==> src/rtl/hexrec_pkg.sv <==
package hexrec_pkg;
  typedef enum logic [1:0] {
    PH_IDLE,
    PH_BYTES,
    PH_EOL,
    PH_CMD
  } phase_e;

  localparam logic [7:0] CH_COLON = 8'h3A;
  localparam logic [7:0] CH_CR    = 8'h0D;
  localparam logic [7:0] CH_LF    = 8'h0A;
  localparam logic [7:0] CH_ERR   = 8'h58;
  localparam logic [7:0] CH_OK    = 8'h2E;
endpackage

==> src/rtl/hexrec_nibble.sv <==
module hexrec_nibble (
  input  logic [7:0] char_i,
  output logic       vld_o,
  output logic [3:0] val_o
);
  logic [7:0] off;

  always_comb begin
    vld_o = 1'b0;
    off   = 8'h00;
    if (char_i >= 8'h30 && char_i <= 8'h39) begin
      vld_o = 1'b1;
      off   = char_i - 8'h30;
    end else if (char_i >= 8'h41 && char_i <= 8'h46) begin
      vld_o = 1'b1;
      off   = char_i - 8'h37;
    end else if (char_i >= 8'h61 && char_i <= 8'h66) begin
      vld_o = 1'b1;
      off   = char_i - 8'h57;
    end
    val_o = off[3:0];
  end
endmodule

==> src/rtl/hexrec_byte_asm.sv <==
module hexrec_byte_asm (
  input  logic       clk_i,
  input  logic       rst_ni,
  input  logic       clr_i,
  input  logic       nib_vld_i,
  input  logic [3:0] nib_i,
  output logic       byte_vld_o,
  output logic [7:0] byte_o
);
  logic       half_q;
  logic [3:0] hi_q;

  always_ff @(posedge clk_i or negedge rst_ni) begin
    if (!rst_ni) begin
      half_q <= 1'b0;
      hi_q   <= 4'h0;
    end else if (clr_i) begin
      half_q <= 1'b0;
    end else if (nib_vld_i) begin
      half_q <= ~half_q;
      if (!half_q) hi_q <= nib_i;
    end
  end

  assign byte_vld_o = nib_vld_i && half_q;
  assign byte_o     = {hi_q, nib_i};
endmodule

==> src/rtl/hexrec_buf.sv <==
module hexrec_buf #(
  parameter int DEPTH = 32,
  parameter int IDX_W = 5
) (
  input  logic               clk_i,
  input  logic               rst_ni,
  input  logic               we_i,
  input  logic [IDX_W-1:0]   idx_i,
  input  logic [7:0]         data_i,
  output logic [DEPTH*8-1:0] flat_o
);
  for (genvar g = 0; g < DEPTH; g++) begin : g_slot
    logic [7:0] slot_q;
    always_ff @(posedge clk_i or negedge rst_ni) begin
      if (!rst_ni)                             slot_q <= 8'h00;
      else if (we_i && idx_i == IDX_W'(g))     slot_q <= data_i;
    end
    assign flat_o[g*8 +: 8] = slot_q;
  end
endmodule

==> src/rtl/hexrec_parser.sv <==
module hexrec_parser
  import hexrec_pkg::*;
#(
  parameter int MAX_BYTES = 32,
  localparam int CNT_W = $clog2(MAX_BYTES + 1),
  localparam int POS_W = $clog2(MAX_BYTES + 6),
  localparam int BUF_W = (MAX_BYTES > 1) ? $clog2(MAX_BYTES) : 1
) (
  input  logic                   clk_i,
  input  logic                   rst_ni,
  input  logic [7:0]             rx_data_i,
  input  logic                   rx_valid_i,
  output logic                   rx_ready_o,
  output logic [7:0]             tx_data_o,
  output logic                   tx_valid_o,
  output logic                   cmd_valid_o,
  output logic [7:0]             cmd_type_o,
  output logic [15:0]            cmd_addr_o,
  output logic [CNT_W-1:0]       cmd_count_o,
  output logic [MAX_BYTES*8-1:0] cmd_data_o,
  input  logic                   cmd_done_i
);
  phase_e           phase_q;
  logic [POS_W-1:0] pos_q;
  logic [7:0]       sum_q;
  logic [CNT_W-1:0] count_q;
  logic [15:0]      addr_q;
  logic [7:0]       type_q;

  logic       accept, hex_vld, byte_vld, is_eol;
  logic [3:0] hex_val;
  logic [7:0] byte_val;
  logic       in_data, is_csum;
  logic [POS_W-1:0] data_pos;

  assign rx_ready_o = (phase_q != PH_CMD);
  assign accept     = rx_valid_i && rx_ready_o;
  assign is_eol     = (rx_data_i == CH_CR) || (rx_data_i == CH_LF);

  hexrec_nibble i_nibble (
    .char_i (rx_data_i),
    .vld_o  (hex_vld),
    .val_o  (hex_val)
  );

  hexrec_byte_asm i_asm (
    .clk_i      (clk_i),
    .rst_ni     (rst_ni),
    .clr_i      (accept && phase_q == PH_IDLE),
    .nib_vld_i  (accept && phase_q == PH_BYTES && hex_vld),
    .nib_i      (hex_val),
    .byte_vld_o (byte_vld),
    .byte_o     (byte_val)
  );

  // payload occupies positions 4 .. 4+count-1, checksum at 4+count
  assign data_pos = pos_q - POS_W'(4);
  assign is_csum  = (pos_q >= POS_W'(4)) && (data_pos == POS_W'(count_q));
  assign in_data  = (pos_q >= POS_W'(4)) && !is_csum;

  hexrec_buf #(
    .DEPTH (MAX_BYTES),
    .IDX_W (BUF_W)
  ) i_buf (
    .clk_i  (clk_i),
    .rst_ni (rst_ni),
    .we_i   (byte_vld && in_data),
    .idx_i  (data_pos[BUF_W-1:0]),
    .data_i (byte_val),
    .flat_o (cmd_data_o)
  );

  always_ff @(posedge clk_i or negedge rst_ni) begin
    if (!rst_ni) begin
      phase_q    <= PH_IDLE;
      pos_q      <= '0;
      sum_q      <= 8'h00;
      count_q    <= '0;
      addr_q     <= 16'h0000;
      type_q     <= 8'h00;
      tx_valid_o <= 1'b0;
      tx_data_o  <= 8'h00;
    end else begin
      tx_valid_o <= 1'b0;
      unique case (phase_q)
        PH_IDLE: begin
          if (accept && rx_data_i == CH_COLON) begin
            phase_q <= PH_BYTES;
            pos_q   <= '0;
            sum_q   <= 8'h00;
          end
        end
        PH_BYTES: begin
          if (accept && !hex_vld) begin
            phase_q <= PH_IDLE;
          end else if (byte_vld) begin
            sum_q <= sum_q + byte_val;
            pos_q <= pos_q + POS_W'(1);
            if (pos_q == POS_W'(0)) begin
              if (byte_val > 8'(MAX_BYTES)) begin
                tx_valid_o <= 1'b1;
                tx_data_o  <= CH_ERR;
                phase_q    <= PH_IDLE;
              end else begin
                count_q <= byte_val[CNT_W-1:0];
              end
            end
            if (pos_q == POS_W'(1)) addr_q[15:8] <= byte_val;
            if (pos_q == POS_W'(2)) addr_q[7:0]  <= byte_val;
            if (pos_q == POS_W'(3)) type_q       <= byte_val;
            if (is_csum) phase_q <= PH_EOL;
          end
        end
        PH_EOL: begin
          if (accept) begin
            if (is_eol && sum_q == 8'h00) begin
              phase_q <= PH_CMD;
            end else begin
              if (is_eol) begin
                tx_valid_o <= 1'b1;
                tx_data_o  <= CH_ERR;
              end
              phase_q <= PH_IDLE;
            end
          end
        end
        PH_CMD: begin
          if (cmd_done_i) begin
            tx_valid_o <= 1'b1;
            tx_data_o  <= CH_OK;
            phase_q    <= PH_IDLE;
          end
        end
        default: phase_q <= PH_IDLE;
      endcase
    end
  end

  assign cmd_valid_o = (phase_q == PH_CMD);
  assign cmd_type_o  = type_q;
  assign cmd_addr_o  = addr_q;
  assign cmd_count_o = count_q;
endmodule

==> config.mk <==
export PLATFORM = sky130hd
export DESIGN_NAME = hexrec_parser
export DESIGN_NICKNAME = d
export VERILOG_FILES = /design/src/rtl/hexrec_pkg.sv /design/src/rtl/hexrec_nibble.sv /design/src/rtl/hexrec_byte_asm.sv /design/src/rtl/hexrec_buf.sv /design/src/rtl/hexrec_parser.sv
export SDC_FILE = /design/constraint.sdc
export NUM_CORES = 1
export LEC_CHECK = 0
export BUFFER_PORTS_ARGS = -buffer_cell sky130_fd_sc_hd__buf_4
export CAP_MARGIN = 15
export CORE_ASPECT_RATIO = 1.4
export CORE_MARGIN = 2
export CORE_UTILIZATION = 38
export CTS_CLUSTER_DIAMETER = 150
export DETAILED_ROUTE_END_ITERATION = 10
export SLEW_MARGIN = 10
export SYNTH_ARGS = -nofsm -noshare
export SYNTH_HDL_FRONTEND = slang
export SYNTH_SLANG_ARGS = --single-unit
==> constraint.sdc <==
create_clock -name clk_i -period 2.7 [get_ports clk_i]
set_input_delay 0.135 -clock clk_i [delete_from_list [all_inputs] [get_ports clk_i]]
set_output_delay 0.135 -clock clk_i [all_outputs]
set_load 0.03 [all_outputs]
==> results by group, run 1 <==
Run status
  • Status: completed

Final layout
  • Antenna Cells: 0
  • FF/Latch Area: 7790 um^2
  • Fillcell total: 3086
  • Final core occ: 51.5%
  • Non-Filler Instances: 1760
  • Layout area overhead: 33.3%
  • Nets: 1315
  • Fraction of layout cells with a size suffix above 1: 59.4%
  • Multi-input gate area: 5520 um^2

GRT
  • Met2 Use GR: 35.4%
  • GRT Util Overall: 20.5%
  • Gr ovfl total: 0
  • Largest net degree at the start of global routing: 94
  • Vias in the first global route: 9375
  • Global-route wire length before repair: 57700 um
  • M1 GR Usage: 24.6%
  • Gr busiest metal: met2
  • Initial antenna violation count: 0
  • Met3 usage: 5.30%

Clock network
  • Worst-Skew Late Latency: 510 ps
  • H-tree Lvls: 2
  • Clk sink count: 311
  • CTS tree: done
  • Num CTS Buffers: 34
  • Clock transition at the registers of the reported paths: 60 ps
  • Clock buffer depth: 3
  • Root Buffer: clkbuf_16

Timing
  • Final setup viols: 0
  • Final hold violation count: 0
  • RSZ-0062 raised after global routing: false
  • Slew margin rel.: 47.2%
  • Fmax achieved: 0.396 GHz
  • Fin crit share: 93.5%
  • Fin. max-slew vios: 0
  • Setup WS post-layout: 176 ps
  • Least-Margin Pin Slew: 792 ps
  • Min cycle time layout: 2520 ps
  • Hold WS: 28.5 ps
  • Clock skew: 10.1 ps

Yosys
  • Mean Syn Cell Area: 14.7 um^2
  • Synth unique cells: 72
  • Synth warn: 0
  • Synthesized flop and latch total: 311
  • Count leader, synth: dfrtp_1
  • Commonest cells in the netlist: dfrtp_1 (311), mux2_2 (206), mux2_4 (72)
  • Post-synth top area cell: dfrtp_1
  • Synth Flop Type: dfrtp_1
  • Area contributors post-synth: dfrtp_1 (58%), mux2_2 (17%), mux2_4 (8.0%), ha_1 (1.9%), nand3_4 (1.3%)
  • EDFF count, synth: 0
  • Top cell type's share of synthesized area: 57.6%
  • Mapped Cells: 921
  • Post-Syn Area: 13500 um^2
  • Async S/R FF share, synth: 100%
  • Post-synthesis sequential area ratio: 57.6%

Die
  • Die Span X: 163 um
  • Die Area: 37100 um^2
  • Die H: 227 um
  • I/O pins: 309
  • Initial core utilization: 38.7%
  • Core Area: 35000 um^2
  • Site row count: 81

Drt
  • Routed length per instance: 21.5 um
  • Drt first pass iters: 5
  • ANT nets after route: 0
  • Initial DRC Count: 409
  • Vias/cell: 5.00
  • DRC viols: 0
  • Wirelength, routed: 37900 um
  • Via count: 8798

Hold path
  • Hold Path Sink: i_asm.half_q
  • Min-Delay Path Class: input pin to flip-flop
  • Worst hold stages: 3
  • Min-Delay Startpoint: rx_valid_i

Setup path
  • Worst EP required: 3090 ps
  • Worst R2R Start: pos_q[2]
  • Crit-path max FO: 6
  • R2r endpoint: i_buf.g_slot[1].slot_q[1]
  • R2r worst-path depth: 10
  • R2R setup slack: 180 ps
  • Kind of critical path: flip-flop to flip-flop
  • Crit start category: flip-flop
  • Crit path capture type: flip-flop
  • Critical path arrival: 2920 ps

Pwr
  • Pwr per Cell Area: 595 nW/um^2
  • Leak: 9.47 nW
  • PnR Total Power: 10.7 mW
  • Maximum VDD drop: 0.486 mV

Place
  • Dpl ws: -121 ps
  • Routability Congestion: 0.822
  • Dpl hpwl: 26000 um
  • Placed insts: 1699
  • Number of port buffers: 306

Job
  • Max Cap Viol: 0
==> cell families after synthesis <==
group / Yosys count / share of synthesized area, %
fa+ha+maj: 22 / 2.09
flops: 311 / 57.6
other cells: 1 / 0.0277
simple gates: 146 / 7.27
compound gates: 70 / 3.75
mux: 288 / 26.0
buf+inv: 73 / 2.62
xor+xnor: 10 / 0.703
==> registers in the layout (all words and copies together) (netlist names) <==
name / flops
i_buf.g_slot.slot_q: 256
i_asm.half_q: 1
pos_q: 6
cmd_addr_o: 16
phase_q: 2
tx_valid_o: 1
cmd_count_o: 6
cmd_type_o: 8
tx_data_o: 3
i_asm.hi_q: 4
sum_q: 8
==> cell usage in the layout (no fill, tap or decap), types with 9 or more instances in the layout <==
cell	count
a21oi_1	9
buf_4	368
clkbuf_16	35
dfrtp_1	308
ha_1	16
inv_1	15
mux2_2	206
mux2_4	72
nand2_1	37
nand3_4	10
nor2_1	11
nor2_2	14
o21ai_0	17
==> through the flow <==
stage / TNS [ps] / area (um^2)
after floorplan: -44.7 / 13700
after global placement: -57.1 / 16900
after detailed placement: -183 / 16900
after CTS: 0 / 18000
after global routing: 0 / 18000
final: 0 / 18000
==> report_power, final <==
group          internal [mW]  leakage, nW  total, mW  switching, mW
Sequential              4.74         4.33       4.87          0.131
Clock                   2.67        0.529       4.59           1.92
Combinational          0.375         4.61       1.26          0.885
Total                   7.78         9.47       10.7           2.93
==> layout make-up <==
| class | count | area share (%) |
|---|---|---|
| Sequential cell | 311 | 43.2 |
| Multi-Input combinational cell | 538 | 30.6 |
| Timing Repair Buffer | 379 | 16.4 |
| Clock buffer | 45 | 5.24 |
| Tap cell | 456 | 3.17 |
| Clock inverter | 14 | 0.833 |
| Inverter | 17 | 0.493 |
==> worst max path at each step <==
stage / slack, ps / endpoint / cells past startpoint / startpoint
6_report: 180 / i_buf.g_slot[1].slot_q[1] / 10 / pos_q[2]
5_1_grt: 20 / i_buf.g_slot[1].slot_q[1] / 10 / pos_q[2]
4_1_cts: 80 / i_buf.g_slot[20].slot_q[1] / 9 / pos_q[2]
3_5_place_dp: -120 / sum_q[6] / 15 / rx_data_i[0]
3_3_place_gp: -50 / sum_q[6] / 15 / rx_data_i[0]
2_1_floorplan: -40 / sum_q[6] / 15 / rx_data_i[1]
==> critical path, cell delays in order, from the launching register on <==
cell     delay, ps
dfrtp_1        380
inv_1          160
ha_1           280
xnor2_1        190
nor4_2          80
a32oi_2        270
buf_4          180
nand2_1        180
nor2_4         180
buf_4          170
mux2_2         340
==> metal layers <==
| layer | part of all wire [%] | vias to the layer above |
|---|---|---|
| li1 | - | 3968 |
| met1 | 40 | 4487 |
| met2 | 50 | 275 |
| met3 | 6.7 | 68 |
| met4 | 3.4 | 0 |
| met5 | 0 | - |
==> timing repair <==
| action | 4_1_cts | 5_1_grt |
|---|---|---|
| gates resized for setup | 0 | 3 |
| endpoints found under the setup margin | 0 | 155 |
| hold buffers | 2 | 0 |
| endpoints found under the hold margin | 89 | 0 |
| setup buffers | 0 | 0 |
Note: power is estimated with default switching activity, not from simulation.
==> run 2: changes to the inputs <==
--- a/config.mk
+++ b/config.mk
@@ -11,6 +11,7 @@
 export CORE_MARGIN = 2
 export CORE_UTILIZATION = 38
 export CTS_CLUSTER_DIAMETER = 150
+export CTS_CLUSTER_SIZE = 20
 export DETAILED_ROUTE_END_ITERATION = 10
 export SLEW_MARGIN = 10
 export SYNTH_ARGS = -nofsm -noshare
==> constraint.sdc (replaced) <==
create_clock -name clk_i -period 2.7 [get_ports clk_i]
set_input_delay 0.54 -clock clk_i [delete_from_list [all_inputs] [get_ports clk_i]]
set_output_delay 0.54 -clock clk_i [all_outputs]
set_load 0.03 [all_outputs]
==> run 2 against run 1 <==
Net effect:
- clock skew increased by 19 ps
- design area down 1.1%
- setup slack got worse by 86 ps
- register-to-register slack about the same
- clock power fell by 38%
- largest power group unchanged
- highest routed layer unchanged
==> results by group, run 2 (synthesized netlist as in run 1, its figures left out) <==
Run status
  • Status: completed

Job
  • Max Cap Viol: 0 (unchanged)

Setup path
  • Crit path capture type: flip-flop
  • R2r endpoint: i_buf.g_slot[31].slot_q[1]
  • Kind of critical path: input pin to flip-flop
  • CP max stage cell: or3b_4
  • CP startpoint: rx_data_i[1]
  • Worst path cell trace: buf_4, inv_12, ha_4, or3b_4, nand3_4, buf_4, o21ai_4, ha_4, inv_1, fa_2, nor2b_4, o21ai_1, a21oi_1, o21a_1, o21a_1, o41ai_2
  • Slowest stage delay, CP: 430 ps (+50 ps)
  • Crit start category: input pin
  • CP bufs+invs: 4 (+1)
  • Crit-path max FO: 4 (-2)
  • R2r worst-path depth: 10 (unchanged)
  • Crit-path leading delay family: compound AO/OA/AOI/OAI gates
  • Worst EP required: 3130 ps (+40 ps)
  • Critical path arrival: 3040 ps (+120 ps)
  • Worst R2R Start: pos_q[3]
  • R2R setup slack: 190 ps (about the same)

Hold path
  • Min-Delay Path Class: input pin to flip-flop
  • Min-Delay Startpoint: cmd_done_i
  • Worst hold stages: 3 (unchanged)
  • Hold Path Sink: tx_data_o[5]

Final layout
  • Commonest non-fill, non-tap cell in the layout: buf_4
  • Multi-input gate area: 5590 um^2 (+1.2%)
  • Fillcell total: 3086 (unchanged)
  • Number of flip-flops under the largest register name: 256 (unchanged)
  • Finished Cell Area: 17800 um^2 (-1.1%)
  • Final core occ: 51.0% (-0.56 points)
  • Non-Filler Instances: 1744 (-0.91%)
  • Nets: 1320 (+0.38%)
  • Antenna Cells: 0 (unchanged)
  • FF/Latch Area: 7790 um^2 (about the same)
  • Layout area overhead: 31.8%
  • Most frequent cells in the layout: buf_4 (374), dfrtp_1 (307), mux2_2 (206)
  • Fraction of layout cells with a size suffix above 1: 59.9% (+0.51 points)
  • Top reg by flops: i_buf.g_slot.slot_q

Clock network
  • Worst-Skew Late Latency: 530 ps (+20 ps)
  • Clock buffer depth: 3 (unchanged)
  • Clock transition at the registers of the reported paths: 100 ps (+40 ps)
  • H-tree Lvls: 1 (-1)
  • CTS tree: done
  • Root Buffer: clkbuf_16
  • Post-CTS repair timing setup buffer count: 0 (unchanged)
  • Num CTS Buffers: 19 (-44%)
  • Clk sink count: 311 (unchanged)

Timing
  • Slew margin rel.: 58.4% (+11 points)
  • Clock skew: 29.0 ps (+19.0 ps)
  • Total negative setup slack: 0 ps (unchanged)
  • RSZ-0062 raised after global routing: true
  • Final setup viols: 0 (unchanged)
  • Setup WS post-layout: 90.0 ps (-86.1 ps)
  • Fmax achieved: 0.383 GHz (-3.3%)
  • Fin crit share: 96.7% (+3.2 points)
  • Least-Margin Pin Slew: 622 ps (-170 ps)
  • Hold WS: 305 ps (+277 ps)
  • Fin. max-slew vios: 0 (unchanged)
  • Min cycle time layout: 2610 ps (+86.1 ps)
  • Final hold violation count: 0 (unchanged)

GRT
  • Global-route wire length before repair: 57400 um (-0.44%)
  • Gr ovfl total: 0 (unchanged)
  • Largest net degree at the start of global routing: 75 (-20%)
  • Vias in the first global route: 9228 (-1.6%)
  • GRT Util Overall: 20.2% (-0.22 points)
  • Initial antenna violation count: 0 (unchanged)

Pwr
  • PnR Total Power: 9.01 mW (-16%)
  • Pwr per Cell Area: 506 nW/um^2 (-15%)
  • Leak: 9.33 nW (-1.4%)
  • Maximum VDD drop: 0.535 mV (+10%)

Place
  • Area after DPL: 17200 um^2 (+2.1%)
  • Dpl ws: -570 ps (-448 ps)
  • Placed insts: 1720 (+1.2%)
  • Routability Congestion: 0.818 (-0.49%)
  • Dpl hpwl: 26800 um (+3.1%)
  • Number of port buffers: 306 (unchanged)

Drt
  • Wirelength, routed: 37800 um (-0.18%)
  • DRC viols: 0 (unchanged)
  • Initial DRC Count: 464 (+13%)
  • ANT nets after route: 0 (unchanged)
  • Routed length per instance: 21.7 um (+0.73%)
  • Drt first pass iters: 4 (-1)
  • Vias/cell: 5.00 (about the same)
  • Via count: 8717 (-0.92%)

Die
  • Die Area: 37100 um^2 (unchanged)
  • Die Span X: 163 um (unchanged)
  • Initial core utilization: 38.7% (unchanged)
  • Core Area: 35000 um^2 (unchanged)
  • I/O pins: 309 (unchanged)
  • Die H: 227 um (unchanged)
  • Site row count: 81 (unchanged)
-- run 2: changes by cell type in the layout (fill, tap and decap cells not counted), sizes merged --
cell | before | now
inv | 18 | 19
clkbuf | 45 | 21
dlygate4sd3 | 2 | 1
buf | 377 | 398
bufinv | 2 | 0
clkinvlp | 3 | 0
clkinv | 8 | 0
-- run 2: per-layer routing --
layer,global-route usage (%),wire [um]
met1,25.1,15400
met2,35.6,19300
met3,4.26,2200
met4,5.65,953
met5,0,0
-- run 2: worst max path at each step --
stage | cells past startpoint | end | slack, ps
final | 16 | sum_q[6] | 90
after global routing | 16 | sum_q[6] | -30
after CTS | 15 | sum_q[6] | 30
after detailed placement | 15 | sum_q[6] | -570
after global placement | 15 | sum_q[6] | -500
after floorplan | 15 | sum_q[6] | -450
-- run 2: worst register-to-register path, cell delays in order (launching register included) --
cell and delay (ps):
dfrtp_1 390, inv_1 120, ha_1 260, xnor2_1 150, nor4_1 70, buf_4 140, a32oi_2 250, o21a_1 210
buf_12 220, nand3_4 230, mux2_4 350
-- run 2: final cells by class --
cell class              count  share of cell area [%]
clock buffers              21                    2.71
clock inverters             2                   0.112
inverters                  17                   0.498
multi-input cells         538                    31.3
flip-flops and latches    311                    43.7
well taps                 456                    3.20
repair buffers            399                    18.4
-- run 2: timing repair --
| action | in CTS | in global routing |
|---|---|---|
| pin swaps | 0 | 3 |
| cloned | 0 | 0 |
| gates resized for setup | 1 | 14 |
| hold buffers | 1 | 0 |
| setup endpoints to repair | 1 | 140 |
| endpoints found under the hold margin | 54 | 0 |
-- run 2: power breakdown --
group	internal, mW	leakage [nW]	switching (mW)	total (mW)
Combinational	0.391	4.76	0.958	1.35
Sequential	4.73	4.33	0.0896	4.82
Clock	1.29	0.247	1.55	2.84
